--- src/rtl/pit_pkg.sv ---
package pit_pkg;
  localparam int BYTE_W = 8;
  localparam int CNT_W  = 2 * BYTE_W;

  // byte access pattern carried in control word bits [5:4]
  typedef enum logic [1:0] {
    ACC_NONE = 2'b00,
    ACC_LO   = 2'b01,
    ACC_HI   = 2'b10,
    ACC_LOHI = 2'b11
  } access_e;
endpackage

--- src/rtl/pit_ctrl_decode.sv ---
module pit_ctrl_decode
  import pit_pkg::*;
#(
  parameter logic [1:0] CHAN_SEL = 2'd0
) (
  input  logic              clk,
  input  logic              rst_n,
  input  logic              wr_en,
  input  logic              wr_ctrl,
  input  logic [BYTE_W-1:0] wr_data,
  output logic              stop_o,
  output logic              load_o,
  output logic [CNT_W-1:0]  load_val_o
);
  access_e           acc_q, acc_n;
  logic              hi_next_q, hi_next_n;
  logic [BYTE_W-1:0] lo_q, lo_n;
  logic              word_ok, mode_ok, ctrl_hit, data_hit;

  always_comb begin
    mode_ok  = (wr_data[3:1] == 3'b010) || (wr_data[3:1] == 3'b110);
    word_ok  = (wr_data[7:6] == CHAN_SEL) && (wr_data[5:4] != 2'b00) &&
               mode_ok && !wr_data[0];
    ctrl_hit = wr_en && wr_ctrl && word_ok;
    data_hit = wr_en && !wr_ctrl;
  end

  always_comb begin
    acc_n      = acc_q;
    hi_next_n  = hi_next_q;
    lo_n       = lo_q;
    load_o     = 1'b0;
    load_val_o = '0;
    if (ctrl_hit) begin
      acc_n     = access_e'(wr_data[5:4]);
      hi_next_n = 1'b0;
    end else if (data_hit) begin
      case (acc_q)
        ACC_LO: begin
          load_o     = 1'b1;
          load_val_o = {{BYTE_W{1'b0}}, wr_data};
        end
        ACC_HI: begin
          load_o     = 1'b1;
          load_val_o = {wr_data, {BYTE_W{1'b0}}};
        end
        ACC_LOHI: begin
          if (!hi_next_q) begin
            lo_n      = wr_data;
            hi_next_n = 1'b1;
          end else begin
            load_o     = 1'b1;
            load_val_o = {wr_data, lo_q};
            hi_next_n  = 1'b0;
          end
        end
        default: ;
      endcase
    end
  end

  assign stop_o = ctrl_hit;

  always_ff @(posedge clk or negedge rst_n) begin
    if (!rst_n) begin
      acc_q     <= ACC_LOHI;
      hi_next_q <= 1'b0;
      lo_q      <= '0;
    end else begin
      acc_q     <= acc_n;
      hi_next_q <= hi_next_n;
      lo_q      <= lo_n;
    end
  end
endmodule

--- src/rtl/pit_down_counter.sv ---
module pit_down_counter
  import pit_pkg::*;
(
  input  logic             clk,
  input  logic             rst_n,
  input  logic             tick_i,
  input  logic             stop_i,
  input  logic             load_i,
  input  logic [CNT_W-1:0] load_val_i,
  output logic [CNT_W-1:0] cnt_o,
  output logic             out_o,
  output logic             irq_o
);
  localparam logic [CNT_W-1:0] ONE = CNT_W'(1);
  localparam logic [CNT_W-1:0] TWO = CNT_W'(2);

  logic [CNT_W-1:0] cnt_q, cnt_n, rel_q, rel_n;
  logic             run_q, run_n, pend_q, pend_n, irq_q, irq_n;

  always_comb begin
    cnt_n  = cnt_q;
    rel_n  = rel_q;
    run_n  = run_q;
    pend_n = pend_q;
    irq_n  = 1'b0;
    if (stop_i) begin
      run_n  = 1'b0;
      pend_n = 1'b0;
    end else if (load_i) begin
      rel_n  = load_val_i;
      pend_n = 1'b1;
    end else if (tick_i) begin
      if (pend_q) begin
        cnt_n  = rel_q;
        run_n  = 1'b1;
        pend_n = 1'b0;
      end else if (run_q) begin
        if (cnt_q == ONE) begin
          cnt_n = rel_q;
        end else begin
          cnt_n = cnt_q - ONE;
          irq_n = (cnt_q == TWO);
        end
      end
    end
  end

  always_ff @(posedge clk or negedge rst_n) begin
    if (!rst_n) begin
      cnt_q  <= '0;
      rel_q  <= '0;
      run_q  <= 1'b0;
      pend_q <= 1'b0;
      irq_q  <= 1'b0;
    end else begin
      cnt_q  <= cnt_n;
      rel_q  <= rel_n;
      run_q  <= run_n;
      pend_q <= pend_n;
      irq_q  <= irq_n;
    end
  end

  assign cnt_o = cnt_q;
  assign out_o = !(run_q && (cnt_q == ONE));
  assign irq_o = irq_q;
endmodule

--- src/rtl/pit_channel.sv ---
module pit_channel
  import pit_pkg::*;
#(
  parameter logic [1:0] CHAN_SEL = 2'd0
) (
  input  logic              clk,
  input  logic              rst_n,
  input  logic              wr_en,
  input  logic              wr_ctrl,
  input  logic [BYTE_W-1:0] wr_data,
  input  logic              tick_en,
  output logic              irq_o,
  output logic              out_o,
  output logic [CNT_W-1:0]  count_o
);
  logic             stop_w, load_w;
  logic [CNT_W-1:0] load_val_w;

  pit_ctrl_decode #(.CHAN_SEL(CHAN_SEL)) u_dec (
    .clk        (clk),
    .rst_n      (rst_n),
    .wr_en      (wr_en),
    .wr_ctrl    (wr_ctrl),
    .wr_data    (wr_data),
    .stop_o     (stop_w),
    .load_o     (load_w),
    .load_val_o (load_val_w)
  );

  pit_down_counter u_cnt (
    .clk        (clk),
    .rst_n      (rst_n),
    .tick_i     (tick_en),
    .stop_i     (stop_w),
    .load_i     (load_w),
    .load_val_i (load_val_w),
    .cnt_o      (count_o),
    .out_o      (out_o),
    .irq_o      (irq_o)
  );
endmodule

--- config.mk ---
export PLATFORM = sky130hd
export DESIGN_NAME = pit_channel
export DESIGN_NICKNAME = d
export VERILOG_FILES = /design/src/rtl/pit_pkg.sv /design/src/rtl/pit_ctrl_decode.sv /design/src/rtl/pit_down_counter.sv /design/src/rtl/pit_channel.sv
export SDC_FILE = /design/constraint.sdc
export NUM_CORES = 1
export LEC_CHECK = 0
export ABC_CLOCK_PERIOD_IN_PS = 4800
export BUFFER_PORTS_ARGS = -buffer_cell sky130_fd_sc_hd__buf_2
export CORE_UTILIZATION = 40
export DETAILED_ROUTE_END_ITERATION = 8
export PLACE_DENSITY_LB_ADDON = 0.1
export SYNTH_ARGS = -nofsm -noshare
export SYNTH_HDL_FRONTEND = slang
export SYNTH_SLANG_ARGS = --single-unit
--- constraint.sdc ---
create_clock -name clk -period 4.8 [get_ports clk]
set_clock_uncertainty 0.2 [all_clocks]
set_input_delay 0.48 -clock clk [delete_from_list [all_inputs] [get_ports clk]]
set_output_delay 0.48 -clock clk [all_outputs]
set_load 0.05 [all_outputs]
==> results of run 1 <==
synth_stat cells (all sizes together):
| library cell | instances |
|---|---|
| nand2 | 29 |
| o211ai | 1 |
| nor3b | 2 |
| nand2b | 2 |
| a221oi | 8 |
| o221a | 1 |
| nor3 | 8 |
| a21o | 1 |
| or2 | 3 |
| inv | 10 |
| nor2 | 27 |
| a22oi | 2 |
| a21oi | 7 |
| ha | 7 |
| dfstp | 2 |
| nand3b | 1 |
| o22ai | 2 |
| nor4 | 7 |
| or4 | 1 |
| and3 | 1 |
| and2 | 2 |
| a41o | 1 |
| o2bb2ai | 5 |
| dfrtp | 44 |
| buf | 5 |
| o21ai | 13 |
| mux2 | 8 |
| a41oi | 1 |
| mux2i | 13 |
| a31oi | 2 |
| nand4 | 4 |
| o21a | 2 |
| o21bai | 1 |
| a22o | 1 |
| nand3 | 14 |
| or3 | 2 |
| a2bb2oi | 3 |
| clkbuf | 9 |
report_power, final:
group / internal, mW / switching [mW] / leakage (nW) / total [mW]
Clock: 0.155 / 0.130 / 0.0514 / 0.285
Sequential: 0.559 / 0.163 / 0.557 / 0.721
Combinational: 0.245 / 0.505 / 0.670 / 0.750
Total: 0.959 / 0.798 / 1.28 / 1.76
stage by stage:
| stage | area, sq um | util |
|---|---|---|
| 2_1_floorplan | 2470 | - |
| 3_3_place_gp | 2650 | 0.446 |
| 3_5_place_dp | 2650 | 0.446 |
| 4_1_cts | 2760 | 0.464 |
| 5_1_grt | 2760 | 0.464 |
| 6_report | 2760 | 0.464 |
registers in the layout, summed over array words and instances (netlist names):
register,cells
u_dec.lo_q,8
u_cnt.rel_q,16
u_cnt.irq_o,1
u_cnt.cnt_o,16
u_dec.hi_next_q,1
u_cnt.pend_q,1
u_cnt.run_q,1
u_dec.acc_q,2
final timing paths:
check	from	end	slack [ns]	cells after the start
max in group asynchronous	rst_n	u_cnt.cnt_o[12]	3.62	1
min reg2reg	u_cnt.rel_q[8]	u_cnt.rel_q[8]	0.28	2
max reg2reg	u_dec.acc_q[0]	u_cnt.cnt_o[7]	1.84	6
max	u_cnt.cnt_o[8]	out_o	1.72	5
min in group clk	tick_en	u_cnt.irq_o	0.24	3
min	rst_n	u_cnt.cnt_o[0]	0.14	1
critical path, stage by stage (launching register included):
cell	delay [ns]
dfrtp_1	0.46
or3_1	0.40
nor3_1	0.47
nand4_1	0.25
or2_2	0.32
buf_2	0.21
layer usage:
layer | wire, um | vias to the layer above | GRT usage
met3 | 200 | 2 | 0.0409
met1 | 2700 | 942 | 0.279
met4 | 27 | 0 | 0.0429
li1 | - | 955 | -
met2 | 2710 | 39 | 0.303
met5 | 0 | - | 0
layout make-up:
type | count | area share
clock buffer | 6 | 0.0263
inverter | 10 | 0.0136
sequential | 46 | 0.417
timing repair buffer | 32 | 0.0598
clock inverter | 2 | 0.0136
tap | 75 | 0.0340
multi-input combinational | 182 | 0.435
cells by family after synthesis:
kind of cell,Yosys count
flip-flops,46
buffers and inverters,24
multiplexers,21
AO/OA/AOI/OAI,51
AND/OR/NAND/NOR,103
adder cells (fa/ha/maj),7
==> results.cfg, run 1 <==
[critical_path]
worstPathArrival_ns = 2.40
cp-start-kind = register
crit_path_max_fanout = 8
cp.required_ns = 4.12
cp-end-kind = output port
path_class = reg -> out

[global_route]
grt_antenna_before_repair = 0
grt_pass1_wl_mm = 9.54
grt_pass1_vias = 1844
grtUsageTotal = 0.196
grt-ovfl-total = 0
grt_start_max_net_pins = 47

[placed_design]
dp_slack_ns = 1.84
dp_hpwl_mm = 4.10
gp_congestion = 0.807
port_buffers = 30
placed_cells = 345

[layout]
fillCellCount = 600
nNetsFinal = 297
stdcell_count = 353
diodes = 0
final_layout_size_suffix_gt1_frac = 0.223
layout_common_cells = dfrtp_1 (44), buf_2 (30), nand2_1 (29), nor2_1 (27), nand3_1 (14)
area_growth_pct = 11.8
mostFrequentLayoutCell = dfrtp_1
multi_input_area_sq_um = 1200
ff_latch_area_sq_um = 1150

[sta]
period_minus_slack_ns = 3.08
setup_tns_ns = 0
worst_pin_slew_ns = 1.04
fmax_mhz = 325
rsz0062_at_grt = false
hold_viol_final = 0
slew_headroom = 0.301
holdWs_ns = 0.139
drv_slew = 0
period_share = 0.642
finalSetupViolCount = 0
setup_ws_ns = 1.72

[synthesis]
syn-num-nets = 272
yosys_warnings = 0
yosys.area_share.simple = 0.206
synth_top_family_by_area = simple AND/OR/NAND/NOR gates
postSynthAreaPerCell_sq_um = 9.81
synth.area.top_cells = dfrtp_1 (45%), mux2i_1 (5.3%), nand2_1 (4.4%), nor2_1 (4.1%), mux2_2 (3.6%)
yosysTopAreaCell = dfrtp_1
synth-xor-area-share = 0
ys_types = 46
yosys.area_share.adder = 0.0354
synth_seq_area_share = 0.467
synth_top_area_frac = 0.446
syn_area_sq_um = 2470
postSynthCellCount = 252
ys_ff_latch = 46
synth_compound_area_frac = 0.154
synthMuxAreaShare = 0.0891

[cts]
clockBufferDepth = 2
cts.sinks = 46
cts_hold_buf = 0
htree_levels = 2
clk_pin_slew_ns = 0.09
cts-buffers-inserted = 5
cts_tree = done
root_buffer = clkbuf_8
post_cts_buffers = 0
clkLatencyLatePin_ns = 0.30
post_cts_resized = 0

[hold_path]
hp-class = in -> async

[routing]
drt_pass1_iterations = 4
num_vias = 1938
post-route-drc-count = 0
wl_mm = 5.64
drt-initial-drc-count = 74
wl_per_cell_um = 16.0
antenna_left = 0
avgViaCountPerCell = 5.49

[die]
row_count = 28
die_y_um = 80.6
initial_core_util = 0.415
die_area_sq_um = 6500
core_sq_um = 5960
die_x_um = 80.6
ios = 31

[status]
status = completed

[power_and_ir_drop]
total_power_mw = 1.76
powerDensity_nw_per_um2 = 636
max-vdd-ir-drop_uv = 274
p_leak_nw = 1.28

[job]
cap_violations = 0
No activity file was read; power rests on OpenSTA's default activity.
==> inputs of run 2 (changes only) <==
- ABC_AREA: default -> 1
- ABC_CLOCK_PERIOD_IN_PS: 4800 -> 3200
- clock period: 4.8 -> 3.2 ns (I/O delays scaled with it)
==> run 2 against run 1 <==
Synthesized cell count grew 40%. Core utilization rose by 0.47 points. Critical path type is now reg -> reg. Flip-flop and latch count did not move. Highest routed layer unchanged. Sequential power increased by 28%. Total power increased by 51%. Largest cell class unchanged. Largest power group unchanged.
==> results.cfg, run 2 <==
[job]
cap_violations = 0

[global_route]
grt_start_max_net_pins = 47
grt_pass1_vias = 2181
grtUsageTotal = 0.183
grt_busiest_layer = met2
use_met2 = 0.293
gr-usage-met3 = 0.0340
grt_antenna_before_repair = 0
grt-ovfl-total = 0
grt_pass1_wl_mm = 10.4
grt_util_met1 = 0.254

[cts]
post_cts_buffers = 0
root_buffer = clkbuf_8
clk_pin_slew_ns = 0.09
cts.sinks = 46
cts_tree = done
cts-buffers-inserted = 5
clkLatencyLatePin_ns = 0.30
post_cts_resized = 0
clockBufferDepth = 2
cts_hold_buf = 0
htree_levels = 2

[synthesis]
yosys_warnings = 0
synth_top_family_by_area = simple AND/OR/NAND/NOR gates
postSynthCellCount = 353
synth_commonest_cells = nand2_1 (96), inv_1 (52), dfrtp_1 (44)
yosysTopAreaCell = dfrtp_1
yosys.area_share.simple = 0.315
synth_edf_count = 0
yosys.area_share.adder = 0.0316
synth_top_area_frac = 0.397
syn_area_sq_um = 2770
synth_compound_area_frac = 0.120
ys_ff_latch = 46
ys_types = 31
synth-xor-area-share = 0.0158
post-synth-top-count-cell = nand2_1
synth_seq_area_share = 0.416
synth-main-ff-cell = dfrtp_1
syn-num-nets = 373
postSynthAreaPerCell_sq_um = 7.85
async_flop_share = 1.00
synthMuxAreaShare = 0
synth.area.top_cells = dfrtp_1 (40%), nand2_1 (13%), inv_1 (7.0%), nand3_1 (6.1%), nor2_1 (3.8%)

[routing]
wl_per_cell_um = 13.2
antenna_left = 0
drt_pass1_iterations = 4
drt-initial-drc-count = 93
num_vias = 2250
avgViaCountPerCell = 4.89
wl_mm = 6.09
post-route-drc-count = 0

[sta]
slew_headroom = 0.285
period_minus_slack_ns = 2.45
drv_slew = 0
fmax_mhz = 409
worst_pin_slew_ns = 1.07
rsz0062_at_grt = false
setup_tns_ns = 0
finalSetupViolCount = 0
period_share = 0.765
hold_viol_final = 0

[critical_path]
crit_buf_inv = 4
cp.required_ns = 3.20
worstPathArrival_ns = 2.45
crit_path_max_fanout = 26
cp-end-kind = register
path_class = reg -> reg
crit_chain = inv_1 -> ha_1 -> inv_1 -> nand2_1 -> nand2_1 -> buf_4 -> nand2_1 -> nor2_8 -> inv_1 -> nand2_1 -> nand2_1
slowest_delay_ns = 0.56
cpMostUsedCell = nand2_1
crit_slowest_cell = dfstp_2
critical-path-top-delay-family = simple AND/OR/NAND/NOR gates
cp-start-kind = register

[placed_design]
dp_hpwl_mm = 4.48
gp_congestion = 0.771
placed_area_sq_um = 2950
port_buffers = 30

[hold_path]
hp-class = in -> async

[layout]
mostFrequentLayoutCell = nand2_1
area_growth_pct = 10.4
nNetsFinal = 402
stdcell_area_sq_um = 3060
final_layout_size_suffix_gt1_frac = 0.209
layout_common_cells = nand2_1 (96), inv_1 (52), dfrtp_1 (44), nand3_1 (34), buf_2 (30)
diodes = 0

[power_and_ir_drop]
total_power_mw = 2.65
max-vdd-ir-drop_uv = 221
p_leak_nw = 1.63
powerDensity_nw_per_um2 = 865

[die]
ios = 31
die_x_um = 85.3
initial_core_util = 0.425
die_area_sq_um = 7270
core_sq_um = 6530
die_y_um = 85.3
row_count = 29

[status]
status = completed
[run 2: cell count changes after synthesis, sizes merged, moves of 5 or more]
cell,before,now
o21bai,1,6
mux2,8,0
nor2,27,41
nand3,14,36
inv,10,54
nor4,7,0
o2bb2ai,5,0
clkbuf,9,0
nand2,29,102
mux2i,13,0
nor3,8,3
o21ai,13,23
[run 2: where the power goes]
part	internal, mW	leakage (nW)	switching [mW]
combinational	0.383	1.03	0.907
clock	0.230	0.0579	0.202
sequential	0.767	0.544	0.158
[run 2: logic make-up (layout without fill, tap and decap cells)]
| family | count (synthesis) | count (layout) |
|---|---|---|
| and+or+nand+nor | 185 | 185 |
| buffers and inverters | 64 | 94 |
| AOI/OAI and AO/OA | 46 | 46 |
| DFF | 46 | 46 |
| adders and majority gates | 7 | 7 |
| xor gates and xnor gates | 5 | 5 |
[run 2: layout make-up]
type / instances / area [sq um]
multi-input cells: 243 / 1340
well taps: 77 / 96.3
inverters: 55 / 206
fillers: 693 / 3470
clock inverters: 3 / 40.0
repair buffers: 31 / 158
flip-flops and latches: 46 / 1150
clock buffers: 5 / 68.8
[run 2: worst paths after layout]
path	startpoint	end	slack (ns)	cells after the start
worst max-delay path	u_dec.acc_q[0]	u_cnt.cnt_o[8]	0.75	11
worst min-delay path	rst_n	u_cnt.cnt_o[5]	0.006	1
worst max register to register	u_dec.acc_q[0]	u_cnt.cnt_o[8]	0.75	11
worst min register to register	u_dec.lo_q[5]	u_dec.lo_q[5]	0.30	2
max in group asynchronous	rst_n	u_dec.lo_q[5]	2.13	1
min in group clk	wr_data[3]	u_dec.lo_q[3]	0.09	3
[run 2: stage by stage]
step	hold slack [ns]	utilization	std cells	setup slack [ns]
2_1_floorplan	-0.176	-	353	1.12
3_3_place_gp	0.268	0.452	452	0.775
3_5_place_dp	0.276	0.452	452	0.745
4_1_cts	0.0563	0.469	460	0.732
5_1_grt	0.0821	0.469	460	0.540
6_report	0.00619	0.469	460	0.752
[run 2: metal layers]
layer	part of all wire	up-vias	wire [um]
li1	-	1170	-
met5	0	-	0
met4	0.0099	0	60
met1	0.51	1032	3100
met2	0.44	42	2700
met3	0.037	6	225
==> inputs of run 3 (changes only) <==
- ABC_CLOCK_PERIOD_IN_PS: 3200 -> 2400
- clock period: 3.2 -> 2.4 ns (I/O delays scaled with it)
==> run 3 against run 2 <==
Combinational power grew 33%. Clock power increased by 34%. Total power increased by 33%. Sequential share of layout area shrank 0.31 points. Critical path type unchanged. Critical endpoint is now u_cnt.cnt_o[6]. Via count shrank 0.18%. Non-clock buffer count grew 3. Flip-flop and latch count unchanged. First-iteration DRC count is 34% higher. Maximum frequency up 14%. Final area up 0.82%.
==> results.cfg, run 3 (synthesis gave the netlist of run 2 again) <==
[global_route]
grt_antenna_before_repair = 0
grt_pass1_vias = 1954
grt_pass1_wl_mm = 10.0
grt_start_max_net_pins = 47
grtUsageTotal = 0.179
grt-ovfl-total = 0

[sta]
period_share = 0.897
worst_pin_slew_ns = 0.612
drv_slew = 0
setup_tns_ns = 0
hold_viol_final = 0
period_minus_slack_ns = 2.15
finalSetupViolCount = 0
holdWs_ns = 0.00992
fmax_mhz = 465
rsz0062_at_grt = false
slew_headroom = 0.592

[placed_design]
dp_hpwl_mm = 4.47
port_buffers = 30
placed_area_sq_um = 2970
gp_congestion = 0.785
placed_cells = 454

[die]
die_x_um = 85.3
ios = 31
die_area_sq_um = 7270
row_count = 29
initial_core_util = 0.425
die_y_um = 85.3
core_sq_um = 6530

[cts]
post_cts_buffers = 0
cts_tree = done
cts.sinks = 46
htree_levels = 2
cts-buffers-inserted = 5
clkLatencyLatePin_ns = 0.30
clockBufferDepth = 2
root_buffer = clkbuf_8
clk_pin_slew_ns = 0.09

[layout]
mostFrequentLayoutCell = nand2_1
final_util = 0.473
diodes = 0
stdcell_area_sq_um = 3090
final_layout_size_suffix_gt1_frac = 0.212
area_growth_pct = 11.3
stdcell_count = 463
layout_common_cells = nand2_1 (96), inv_1 (52), dfrtp_1 (44), nand3_1 (34), buf_2 (30)
nNetsFinal = 405

[job]
cap_violations = 0

[power_and_ir_drop]
max-vdd-ir-drop_uv = 279
powerDensity_nw_per_um2 = 1140
p_leak_nw = 1.64

[critical_path]
path_class = reg -> reg
cp.required_ns = 2.40
crit_path_max_fanout = 20
cp-end-kind = register
worstPathArrival_ns = 2.15
cp-start-kind = register

[routing]
wl_mm = 6.10
drt-initial-drc-count = 125
antenna_left = 0
avgViaCountPerCell = 4.85
num_vias = 2246
drt_pass1_iterations = 4
wl_per_cell_um = 13.2
post-route-drc-count = 0

[status]
status = completed

[hold_path]
hp-class = in -> reg
## run 3: cell count changes in the layout (fill, tap and decap cells not counted), sizes merged
cell / before / now
buf: 31 / 33
dlygate4sd3: 0 / 1
## run 3: per-stage QoR
step / total power [mW] / setup WS [ns]
global placement: 2.96 / 0.312
finish: 3.53 / 0.248
detailed placement: 2.98 / 0.265
floorplan: 2.58 / 0.401
global route: 3.80 / 0.109
CTS: 3.57 / 0.248
## run 3: path summary, 6_finish.rpt
check	from	to	slack, ns	cells past startpoint
min in group asynchronous	rst_n	u_cnt.cnt_o[1]	0.36	3
max in group asynchronous	rst_n	u_cnt.pend_q	1.21	3
min reg2reg	u_dec.lo_q[4]	u_dec.lo_q[4]	0.29	2
max	u_dec.acc_q[0]	u_cnt.cnt_o[6]	0.25	10
max reg2reg	u_dec.acc_q[0]	u_cnt.cnt_o[6]	0.25	10
min	wr_data[3]	u_dec.lo_q[3]	0.01	3
## run 3: layout make-up
class / count / area, sq um
Multi-Input combinational cell: 243 / 1340
Timing Repair Buffer: 34 / 183
Inverter: 55 / 206
Clock inverter: 3 / 40.0
Sequential cell: 46 / 1150
Tap cell: 77 / 96.3
Clock buffer: 5 / 68.8
Fill cell: 672 / 3440
## run 3: power breakdown
group	leakage [nW]	total, mW	switching [mW]	internal, mW
combinational	1.04	1.72	1.21	0.517
sequential	0.544	1.23	0.207	1.02
clock	0.0579	0.581	0.274	0.307
## run 3: metal layers
layer | track usage | wire length, um | vias up
li1 | - | - | 1177
met1 | 0.257 | 3070 | 1032
met2 | 0.276 | 2840 | 35
met3 | 0.0331 | 153 | 2
met4 | 0.0500 | 36 | 0
met5 | 0 | 0 | -
## run 3: repair_timing
action,in CTS,in global routing
hold buffers,1,0
hold endpoints to repair,44,0
gates resized for setup,0,0
## run 3: critical path, stage by stage (launching register included)
cell     delay [ns]
dfstp_2        0.56
inv_1          0.07
ha_1           0.28
inv_1          0.05
nand2_1        0.04
nand2_1        0.08
nand2_1        0.12
nor2_8         0.29
inv_1          0.20
nand2_1        0.10
nand2_1        0.05
